## src/rtl/rfs_pkg.sv

```systemverilog
package rfs_pkg;

  localparam int          HDR_DW        = 32;
  localparam logic [15:0] ETYPE_IPV4    = 16'h0800;
  localparam logic [7:0]  VER_IHL_PLAIN = 8'h45;
  localparam logic [7:0]  PROTO_UDP     = 8'd17;

  typedef enum logic [2:0] {
    ST_IDLE, ST_DESC, ST_DWAIT, ST_HDR, ST_HWAIT, ST_CLASS, ST_PUSH, ST_DONE
  } scan_st_e;

  // Word offset inside a frame buffer of each header word that is read.
  function automatic logic [3:0] hdr_word_off(input logic [1:0] sel);
    case (sel)
      2'd0:    return 4'd3;   // EtherType and IP version/length byte
      2'd1:    return 4'd5;   // IP protocol byte in the low lane
      default: return 4'd9;   // UDP destination port in the high half
    endcase
  endfunction

  // Masked comparison of the three captured header words.
  function automatic logic is_trading_udp(input logic [HDR_DW-1:0] w_eth,
                                          input logic [HDR_DW-1:0] w_ip,
                                          input logic [HDR_DW-1:0] w_l4,
                                          input logic [15:0]       port);
    logic eth_ok, ip_ok, l4_ok;
    eth_ok = (w_eth & 32'hFFFF_FF00) == {ETYPE_IPV4, VER_IHL_PLAIN, 8'h00};
    ip_ok  = (w_ip  & 32'h0000_00FF) == {24'h0, PROTO_UDP};
    l4_ok  = (w_l4  & 32'hFFFF_0000) == {port, 16'h0000};
    return eth_ok && ip_ok && l4_ok;
  endfunction

endpackage

```

## src/rtl/rfs_recycle_fifo.sv

```systemverilog
module rfs_recycle_fifo #(
  parameter int W     = 6,
  parameter int DEPTH = 4
) (
  input  logic                         clk,
  input  logic                         rst_n,
  input  logic                         push,
  input  logic [W-1:0]                 din,
  input  logic                         pop,
  output logic                         valid,
  output logic [W-1:0]                 dout,
  output logic                         full,
  output logic [$clog2(DEPTH+1)-1:0]   level
);
  localparam int PW = (DEPTH > 1) ? $clog2(DEPTH) : 1;
  localparam int LW = $clog2(DEPTH+1);

  logic [W-1:0]  slot [DEPTH];
  logic [PW-1:0] wp, rp;
  logic [LW-1:0] cnt;
  logic          do_pop, do_push;

  function automatic logic [PW-1:0] step(input logic [PW-1:0] p);
    return (p == PW'(DEPTH-1)) ? '0 : p + PW'(1);
  endfunction

  assign do_pop  = pop && (cnt != '0);
  assign do_push = push && ((cnt != LW'(DEPTH)) || do_pop);

  for (genvar g = 0; g < DEPTH; g++) begin : g_slot
    always_ff @(posedge clk) begin
      if (do_push && (wp == PW'(g))) slot[g] <= din;
    end
  end

  always_ff @(posedge clk) begin
    if (!rst_n) begin
      wp  <= '0;
      rp  <= '0;
      cnt <= '0;
    end else begin
      if (do_push) wp <= step(wp);
      if (do_pop)  rp <= step(rp);
      case ({do_push, do_pop})
        2'b10:   cnt <= cnt + LW'(1);
        2'b01:   cnt <= cnt - LW'(1);
        default: cnt <= cnt;
      endcase
    end
  end

  assign valid = (cnt != '0);
  assign dout  = slot[rp];
  assign full  = (cnt == LW'(DEPTH));
  assign level = cnt;

endmodule

```

## src/rtl/rfs_hdr_unit.sv

```systemverilog
module rfs_hdr_unit
  import rfs_pkg::*;
(
  input  logic              clk,
  input  logic              rst_n,
  input  logic              cap,
  input  logic [1:0]        sel,
  input  logic [HDR_DW-1:0] word,
  input  logic [15:0]       port,
  output logic              match
);
  logic [HDR_DW-1:0] w_eth, w_ip, w_l4;

  always_ff @(posedge clk) begin
    if (!rst_n) begin
      w_eth <= '0;
      w_ip  <= '0;
      w_l4  <= '0;
    end else if (cap) begin
      case (sel)
        2'd0:    w_eth <= word;
        2'd1:    w_ip  <= word;
        default: w_l4  <= word;
      endcase
    end
  end

  assign match = is_trading_udp(w_eth, w_ip, w_l4, port);

endmodule

```

## src/rtl/rfs_walk_ctrl.sv

```systemverilog
module rfs_walk_ctrl
  import rfs_pkg::*;
#(
  parameter int IDX_W  = 6,
  parameter int BUF_AW = 12,
  parameter int CNT_W  = 7
) (
  input  logic                         clk,
  input  logic                         rst_n,
  input  logic                         db_valid,
  input  logic [IDX_W-1:0]             db_first,
  input  logic [CNT_W-1:0]             db_count,
  output logic                         desc_rd_en,
  output logic [IDX_W-1:0]             desc_rd_idx,
  input  logic [BUF_AW+IDX_W:0]        desc_rd_data,
  output logic                         frm_rd_en,
  output logic [BUF_AW-1:0]            frm_rd_addr,
  output logic                         hdr_cap,
  output logic [1:0]                   hdr_sel,
  input  logic                         hdr_match,
  input  logic                         can_push,
  output logic                         take,
  output logic [IDX_W-1:0]             take_idx,
  output logic [BUF_AW-1:0]            take_buf,
  output logic                         done_irq,
  output logic                         busy,
  output logic                         db_err,
  output logic [CNT_W-1:0]             stat_udp,
  output logic [CNT_W-1:0]             stat_sw,
  output logic                         frame_end
);
  typedef struct packed {
    logic              own;
    logic [IDX_W-1:0]  nxt;
    logic [BUF_AW-1:0] baddr;
  } desc_t;

  scan_st_e         st;
  desc_t            cur_d;
  logic [IDX_W-1:0] cur_idx;
  logic [CNT_W-1:0] left, n_udp, n_sw;
  logic [1:0]       sel;
  logic             skip;

  assign skip      = (st == ST_CLASS) && !(hdr_match && cur_d.own);
  assign take      = (st == ST_PUSH) && can_push;
  assign frame_end = take || skip;

  assign desc_rd_en  = (st == ST_DESC);
  assign desc_rd_idx = cur_idx;
  assign frm_rd_en   = (st == ST_HDR);
  assign frm_rd_addr = cur_d.baddr + BUF_AW'(hdr_word_off(sel));
  assign hdr_cap     = (st == ST_HWAIT);
  assign hdr_sel     = sel;
  assign take_idx    = cur_idx;
  assign take_buf    = cur_d.baddr;
  assign busy        = (st != ST_IDLE);

  always_ff @(posedge clk) begin
    if (!rst_n) begin
      st       <= ST_IDLE;
      cur_d    <= '0;
      cur_idx  <= '0;
      left     <= '0;
      n_udp    <= '0;
      n_sw     <= '0;
      sel      <= '0;
      done_irq <= 1'b0;
      db_err   <= 1'b0;
      stat_udp <= '0;
      stat_sw  <= '0;
    end else begin
      done_irq <= 1'b0;
      if (db_valid && (st != ST_IDLE)) db_err <= 1'b1;
      case (st)
        ST_IDLE: if (db_valid) begin
          cur_idx <= db_first;
          left    <= db_count;
          n_udp   <= '0;
          n_sw    <= '0;
          st      <= (db_count == '0) ? ST_DONE : ST_DESC;
        end
        ST_DESC:  st <= ST_DWAIT;
        ST_DWAIT: begin
          cur_d <= desc_t'(desc_rd_data);
          sel   <= 2'd0;
          st    <= ST_HDR;
        end
        ST_HDR:   st <= ST_HWAIT;
        ST_HWAIT: begin
          if (sel == 2'd2) st <= ST_CLASS;
          else begin
            sel <= sel + 2'd1;
            st  <= ST_HDR;
          end
        end
        ST_CLASS: if (!skip) st <= ST_PUSH;
        ST_PUSH:  ;
        ST_DONE: begin
          done_irq <= 1'b1;
          stat_udp <= n_udp;
          stat_sw  <= n_sw;
          st       <= ST_IDLE;
        end
        default:  st <= ST_IDLE;
      endcase
      if (frame_end) begin
        if (take) n_udp <= n_udp + CNT_W'(1);
        else      n_sw  <= n_sw + CNT_W'(1);
        left <= left - CNT_W'(1);
        if (left == CNT_W'(1)) st <= ST_DONE;
        else begin
          cur_idx <= cur_d.nxt;
          st      <= ST_DESC;
        end
      end
    end
  end

endmodule

```

## src/rtl/udp_rx_scanner.sv

```systemverilog
module udp_rx_scanner
  import rfs_pkg::*;
#(
  parameter int IDX_W    = 6,
  parameter int BUF_AW   = 12,
  parameter int CNT_W    = 7,
  parameter int RQ_DEPTH = 4
) (
  input  logic                      clk,
  input  logic                      rst_n,
  input  logic                      db_valid,
  input  logic [IDX_W-1:0]          db_first,
  input  logic [CNT_W-1:0]          db_count,
  input  logic [15:0]               udp_port,
  output logic                      desc_rd_en,
  output logic [IDX_W-1:0]          desc_rd_idx,
  input  logic [BUF_AW+IDX_W:0]     desc_rd_data,
  output logic                      frm_rd_en,
  output logic [BUF_AW-1:0]         frm_rd_addr,
  input  logic [HDR_DW-1:0]         frm_rd_data,
  output logic                      pp_valid,
  output logic [IDX_W-1:0]          pp_idx,
  output logic [BUF_AW-1:0]         pp_buf,
  output logic                      rq_valid,
  output logic [IDX_W-1:0]          rq_idx,
  input  logic                      rq_pop,
  output logic                      done_irq,
  output logic                      busy,
  output logic                      db_err,
  output logic [CNT_W-1:0]          stat_udp,
  output logic [CNT_W-1:0]          stat_sw
);
  localparam int RQ_LVL_W = $clog2(RQ_DEPTH+1);

  // Internal events, named for the checker.
  logic                rq_push;
  logic                rq_full;
  logic [RQ_LVL_W-1:0] rq_level;
  logic                can_push;
  logic                hdr_cap, hdr_match;
  logic [1:0]          hdr_sel;
  logic                ev_frame_end;

  assign can_push = !rq_full || rq_pop;
  assign pp_valid = rq_push;

  rfs_walk_ctrl #(.IDX_W(IDX_W), .BUF_AW(BUF_AW), .CNT_W(CNT_W)) u_walk (
    .clk(clk), .rst_n(rst_n),
    .db_valid(db_valid), .db_first(db_first), .db_count(db_count),
    .desc_rd_en(desc_rd_en), .desc_rd_idx(desc_rd_idx), .desc_rd_data(desc_rd_data),
    .frm_rd_en(frm_rd_en), .frm_rd_addr(frm_rd_addr),
    .hdr_cap(hdr_cap), .hdr_sel(hdr_sel), .hdr_match(hdr_match),
    .can_push(can_push),
    .take(rq_push), .take_idx(pp_idx), .take_buf(pp_buf),
    .done_irq(done_irq), .busy(busy), .db_err(db_err),
    .stat_udp(stat_udp), .stat_sw(stat_sw),
    .frame_end(ev_frame_end)
  );

  rfs_hdr_unit u_hdr (
    .clk(clk), .rst_n(rst_n),
    .cap(hdr_cap), .sel(hdr_sel), .word(frm_rd_data), .port(udp_port),
    .match(hdr_match)
  );

  rfs_recycle_fifo #(.W(IDX_W), .DEPTH(RQ_DEPTH)) u_rq (
    .clk(clk), .rst_n(rst_n),
    .push(rq_push), .din(pp_idx), .pop(rq_pop),
    .valid(rq_valid), .dout(rq_idx), .full(rq_full), .level(rq_level)
  );

endmodule

```

## config.mk

```make
export PLATFORM = sky130hd
export DESIGN_NAME = udp_rx_scanner
export DESIGN_NICKNAME = d
export VERILOG_FILES = /design/src/rtl/rfs_pkg.sv /design/src/rtl/rfs_recycle_fifo.sv /design/src/rtl/rfs_hdr_unit.sv /design/src/rtl/rfs_walk_ctrl.sv /design/src/rtl/udp_rx_scanner.sv
export SDC_FILE = /design/constraint.sdc
export NUM_CORES = 1
export LEC_CHECK = 0
export BUFFER_PORTS_ARGS = -buffer_cell sky130_fd_sc_hd__buf_2
export CORE_MARGIN = 3
export CORE_UTILIZATION = 50
export CTS_CLUSTER_SIZE = 40
export DETAILED_ROUTE_END_ITERATION = 10
export PLACE_DENSITY = 0.74
export SETUP_SLACK_MARGIN = 0.4
export SLEW_MARGIN = 10
export SYNTH_ARGS = -nofsm -noshare
export SYNTH_HDL_FRONTEND = slang
export SYNTH_SLANG_ARGS = --single-unit
export TNS_END_PERCENT = 100
```

## constraint.sdc

```tcl
create_clock -name clk -period 2.8 [get_ports clk]
set_input_delay 0.14 -clock clk [delete_from_list [all_inputs] [get_ports clk]]
set_output_delay 0.14 -clock clk [all_outputs]
set_load 0.02 [all_outputs]
```

==> results.sh <==
export IMPL_run_status="finished, final reports clean"
export IMPL_post_drt_via_cell_ratio=5.172
export IMPL_power_static_leakage_nw=3.468
export IMPL_layout_worst_path_cycle_share=0.8443
export IMPL_worst_skew_pair_late_latency_ns=0.42
export IMPL_yosys_warnings=0
export IMPL_grt_pass1_wl_microns=27250
export IMPL_r2r_slack_ns=0.52
export IMPL_die_h_microns=120.9
export IMPL_final_fill_count=976
export IMPL_tritoncts_clock_tree="built"
export IMPL_cp_arrival_ns=2.22
export IMPL_drt_total_wl_microns=16880
export IMPL_stdcell_count=1112
export IMPL_worst_setup_hold_path_clk_slew_ns=0.06
export IMPL_wl_met2_microns=8449
export IMPL_hold_depth=3
export IMPL_synth_avg_cell_area_sq_um=8.910
export IMPL_tightest_slew_ns=0.7279
export IMPL_synth_edff_count=24
export IMPL_io_pin_count=147
export IMPL_ys_ff_latch=148
export IMPL_count_leader_synth="nand2_1"
export IMPL_floorplan_die_area_sq_um=14620
export IMPL_path_cells="inv_4 > ha_4 > inv_4 > fa_2 > nor2b_1 > o21ai_1 > nand2b_1 > nand3_1 > xnor2_1 > buf_4"
export IMPL_ff_latch_area_sq_um=3212
export IMPL_hold_worst_slack_ns=0.02399
export IMPL_worst_setup_path_class="register to output pin"
export IMPL_final_nets=1029
export IMPL_post_place_ws_ns=0.3979
export IMPL_timing_reg2reg_worst_path_depth=9
export IMPL_max_stage_delay_ns=0.36
export IMPL_grt_start_max_net_pins=52
export IMPL_dp_hpwl_microns=10870
export IMPL_netlist_top_cell_by_area="dfxtp_1"
export IMPL_tritoncts_num_buffers=17
export IMPL_dominantRegCellSynth="dfxtp_1"
export IMPL_global_route_overflow_total=0
export IMPL_maxUsedRoutingLayer="met4"
export IMPL_gp_congestion=0.8519
export IMPL_fmax_achieved_ghz=0.4230
export IMPL_flow_area_growth_from_synthesis_pct=33.11
export IMPL_row_count=41
export IMPL_detailroute_via_count=5751
export IMPL_detail_route_iter0_violations=375
export IMPL_drt_wirelength_per_cell_microns=15.18
export IMPL_drc=0
export IMPL_die_x_microns=120.9
export IMPL_final_hold_viol_count=0
export IMPL_period_needed_ns=2.364
export IMPL_grt_util_all_layers=0.2340
export IMPL_gate_count_after_technology_mapping=741
export IMPL_fin_ws_ns=0.4358
export IMPL_cts_sinks=148
export IMPL_initial_core_util=0.5169
export IMPL_detailroute_wirelength_met3_microns=891
export IMPL_antenna_left=0
export IMPL_critical_path_endpoint_type="output pin"
export IMPL_cts_root_buf="clkbuf_16"
export IMPL_critical_path_most_common_cell="inv_4"
export IMPL_report_final_slew_viol_count=0
export IMPL_synth_common_cells="nand2_1 (182), dfxtp_1 (124), a21oi_1 (95), nor2_1 (34), clkbuf_1 (33)"
export IMPL_rsz_0062_raised_after_global_routing="true"
export IMPL_cellPowerDensity_nw_per_um2=608.6
export IMPL_syn_nets=843
export IMPL_core_sq_um=12770
export IMPL_port_buffer_count=146
export IMPL_wl_met1_microns=7352
export IMPL_worstPathRequired_ns=2.66
export IMPL_synth_top_area_frac=0.3760
export IMPL_final_layout_size_suffix_gt1_frac=0.2606
export IMPL_place_detailed_instances=1012
export IMPL_synth_distinct_cells=51
export IMPL_clock_tree_htree_level_count=4
export IMPL_clock_skew_final_ns=0.01091
export IMPL_peakVddDrop_v=0.0004423
export IMPL_antennaDiodeCount=0
export IMPL_seq_total_area_yosys=0.4851
export IMPL_crit_slowest_cell="fa_2"
export IMPL_worst_hold_path_type="primary input to register"
export IMPL_synth_async_sr_flop_share=0
export IMPL_grt_pass1_vias=5717
export IMPL_syn_cell_area_sq_um=6603
export IMPL_setup_viol=0
export IMPL_detailedRoute_firstPassIterationCount=4
export IMPL_yosys_top_cells_area="dfxtp_1 (38%), edfxtp_1 (11%), nand2_1 (10%), a21oi_1 (7.2%), xnor2_1 (3.6%)"
export IMPL_grt_antenna_before_repair=0
export IMPL_multi_input_logic_area_sq_um=3157
export IMPL_maximum_number_of_buffers_from_clock_root_to_sink=2
export IMPL_max_cap_viol_count=0
export IMPL_cp_max_fo=4
export IMPL_max_slew_margin_rel=0.5142
export IMPL_tns_ns=0
export IMPL_critPathLaunchType="register"
==> layer usage <==
metal  GRT usage  vias up
li1            -     2886
met1      0.2861     2706
met2      0.4005      145
met3     0.06667       14
met4     0.07082        0
met5           0        -
==> repair_timing <==
item                                   4_1_cts  5_1_grt
hold buffers                                56        0
setup buffers                                6        6
setup endpoints to repair                    9       22
pin swaps                                    5        7
resized for setup                           14       27
endpoints found under the hold margin       70        0
==> metrics by stage <==
stage	util	cell area [sq um]	total power, mW
after floorplan	-	6603	2.678
after global placement	0.5744	7337	2.852
after detailed placement	0.5744	7337	2.856
after CTS	0.6753	8626	5.354
after global routing	0.6880	8788	5.540
final	0.6880	8788	5.349
==> registers in the layout (all words and copies together), names as in the netlist, named ones only <==
register            flops
u_hdr.w_eth            24
u_rq.slot              24
u_hdr.w_l4             16
u_walk.take_buf        12
u_hdr.w_ip              8
u_walk.cur_d            7
u_walk.left             7
u_walk.n_sw             7
u_walk.n_udp            7
u_walk.stat_sw          7
u_walk.stat_udp         7
u_walk.desc_rd_idx      6
u_rq.level              3
u_walk.st               3
u_rq.rp                 2
u_rq.wp                 2
u_walk.hdr_sel          2
u_walk.db_err           1
u_walk.done_irq         1
==> power breakdown <==
part | switching [mW] | leakage (nW) | total [mW] | internal (mW)
logic | 0.347 | 1.93 | 0.623 | 0.275
clock network | 0.921 | 0.307 | 2.45 | 1.52
registers | 0.0643 | 1.23 | 2.28 | 2.22
==> cell type report <==
class | instances | share of cell area
Sequential cell | 148 | 0.3655
Multi-Input combinational cell | 517 | 0.3592
Timing Repair Buffer | 225 | 0.1693
Clock buffer | 18 | 0.04997
Tap cell | 172 | 0.02449
Clock inverter | 14 | 0.02249
Inverter | 18 | 0.009112
==> critical path, delay by kind of cell, from the launching register on <==
family / cells / cell delay, ns
adder cells (fa/ha/maj): 2 / 0.53
AND/OR/NAND/NOR: 3 / 0.40
flip-flops: 1 / 0.35
buffers and inverters: 3 / 0.28
XOR/XNOR: 1 / 0.19
AO/OA/AOI/OAI: 1 / 0.06
==> path summary, 6_finish.rpt <==
path | to | from
setup reg to reg | u_rq.level[2] | u_rq.level[0]
setup / recovery | frm_rd_addr[8] | u_walk.hdr_sel[1]
hold / removal | u_walk.desc_rd_idx[1] | db_first[1]
hold reg to reg | u_walk.stat_udp[5] | u_walk.stat_udp[5]
==> cells in the final DEF (no fill, tap or decap), drive strengths merged, types with 3 or more instances in the layout <==
cell type and count:
dfxtp 124, nand3b 6, and2 6, o21ai 6, nor4 7, xor2 9, a31oi 3, mux2i 12
ha 16, a311oi 7, nand4 11, or3 6, clkinv 6, clkinvlp 3, edfxtp 24, nand3 16
and3 7, a22oi 4, nand2 182, nor3 12, nor4b 5, inv 19, dlygate4sd3 56, buf 169
or2 4, nor2 34, nand2b 8, mux4 6, a21oi 96, xnor2 27, nor2b 5, clkbuf 18
bufinv 4
==> cell families (layout without fill, tap and decap cells) <==
logic type / Yosys count / count (layout) / synth area share
buffers and inverters: 76 / 275 / 0.05495
adders and majority gates: 18 / 18 / 0.03638
DFF: 148 / 148 / 0.4851
muxes: 19 / 19 / 0.04036
AOI/OAI and AO/OA: 130 / 130 / 0.1137
xor gates and xnor gates: 36 / 36 / 0.04776
and+or+nand+nor: 314 / 314 / 0.2217
Note: power is estimated with default switching activity, not from simulation.
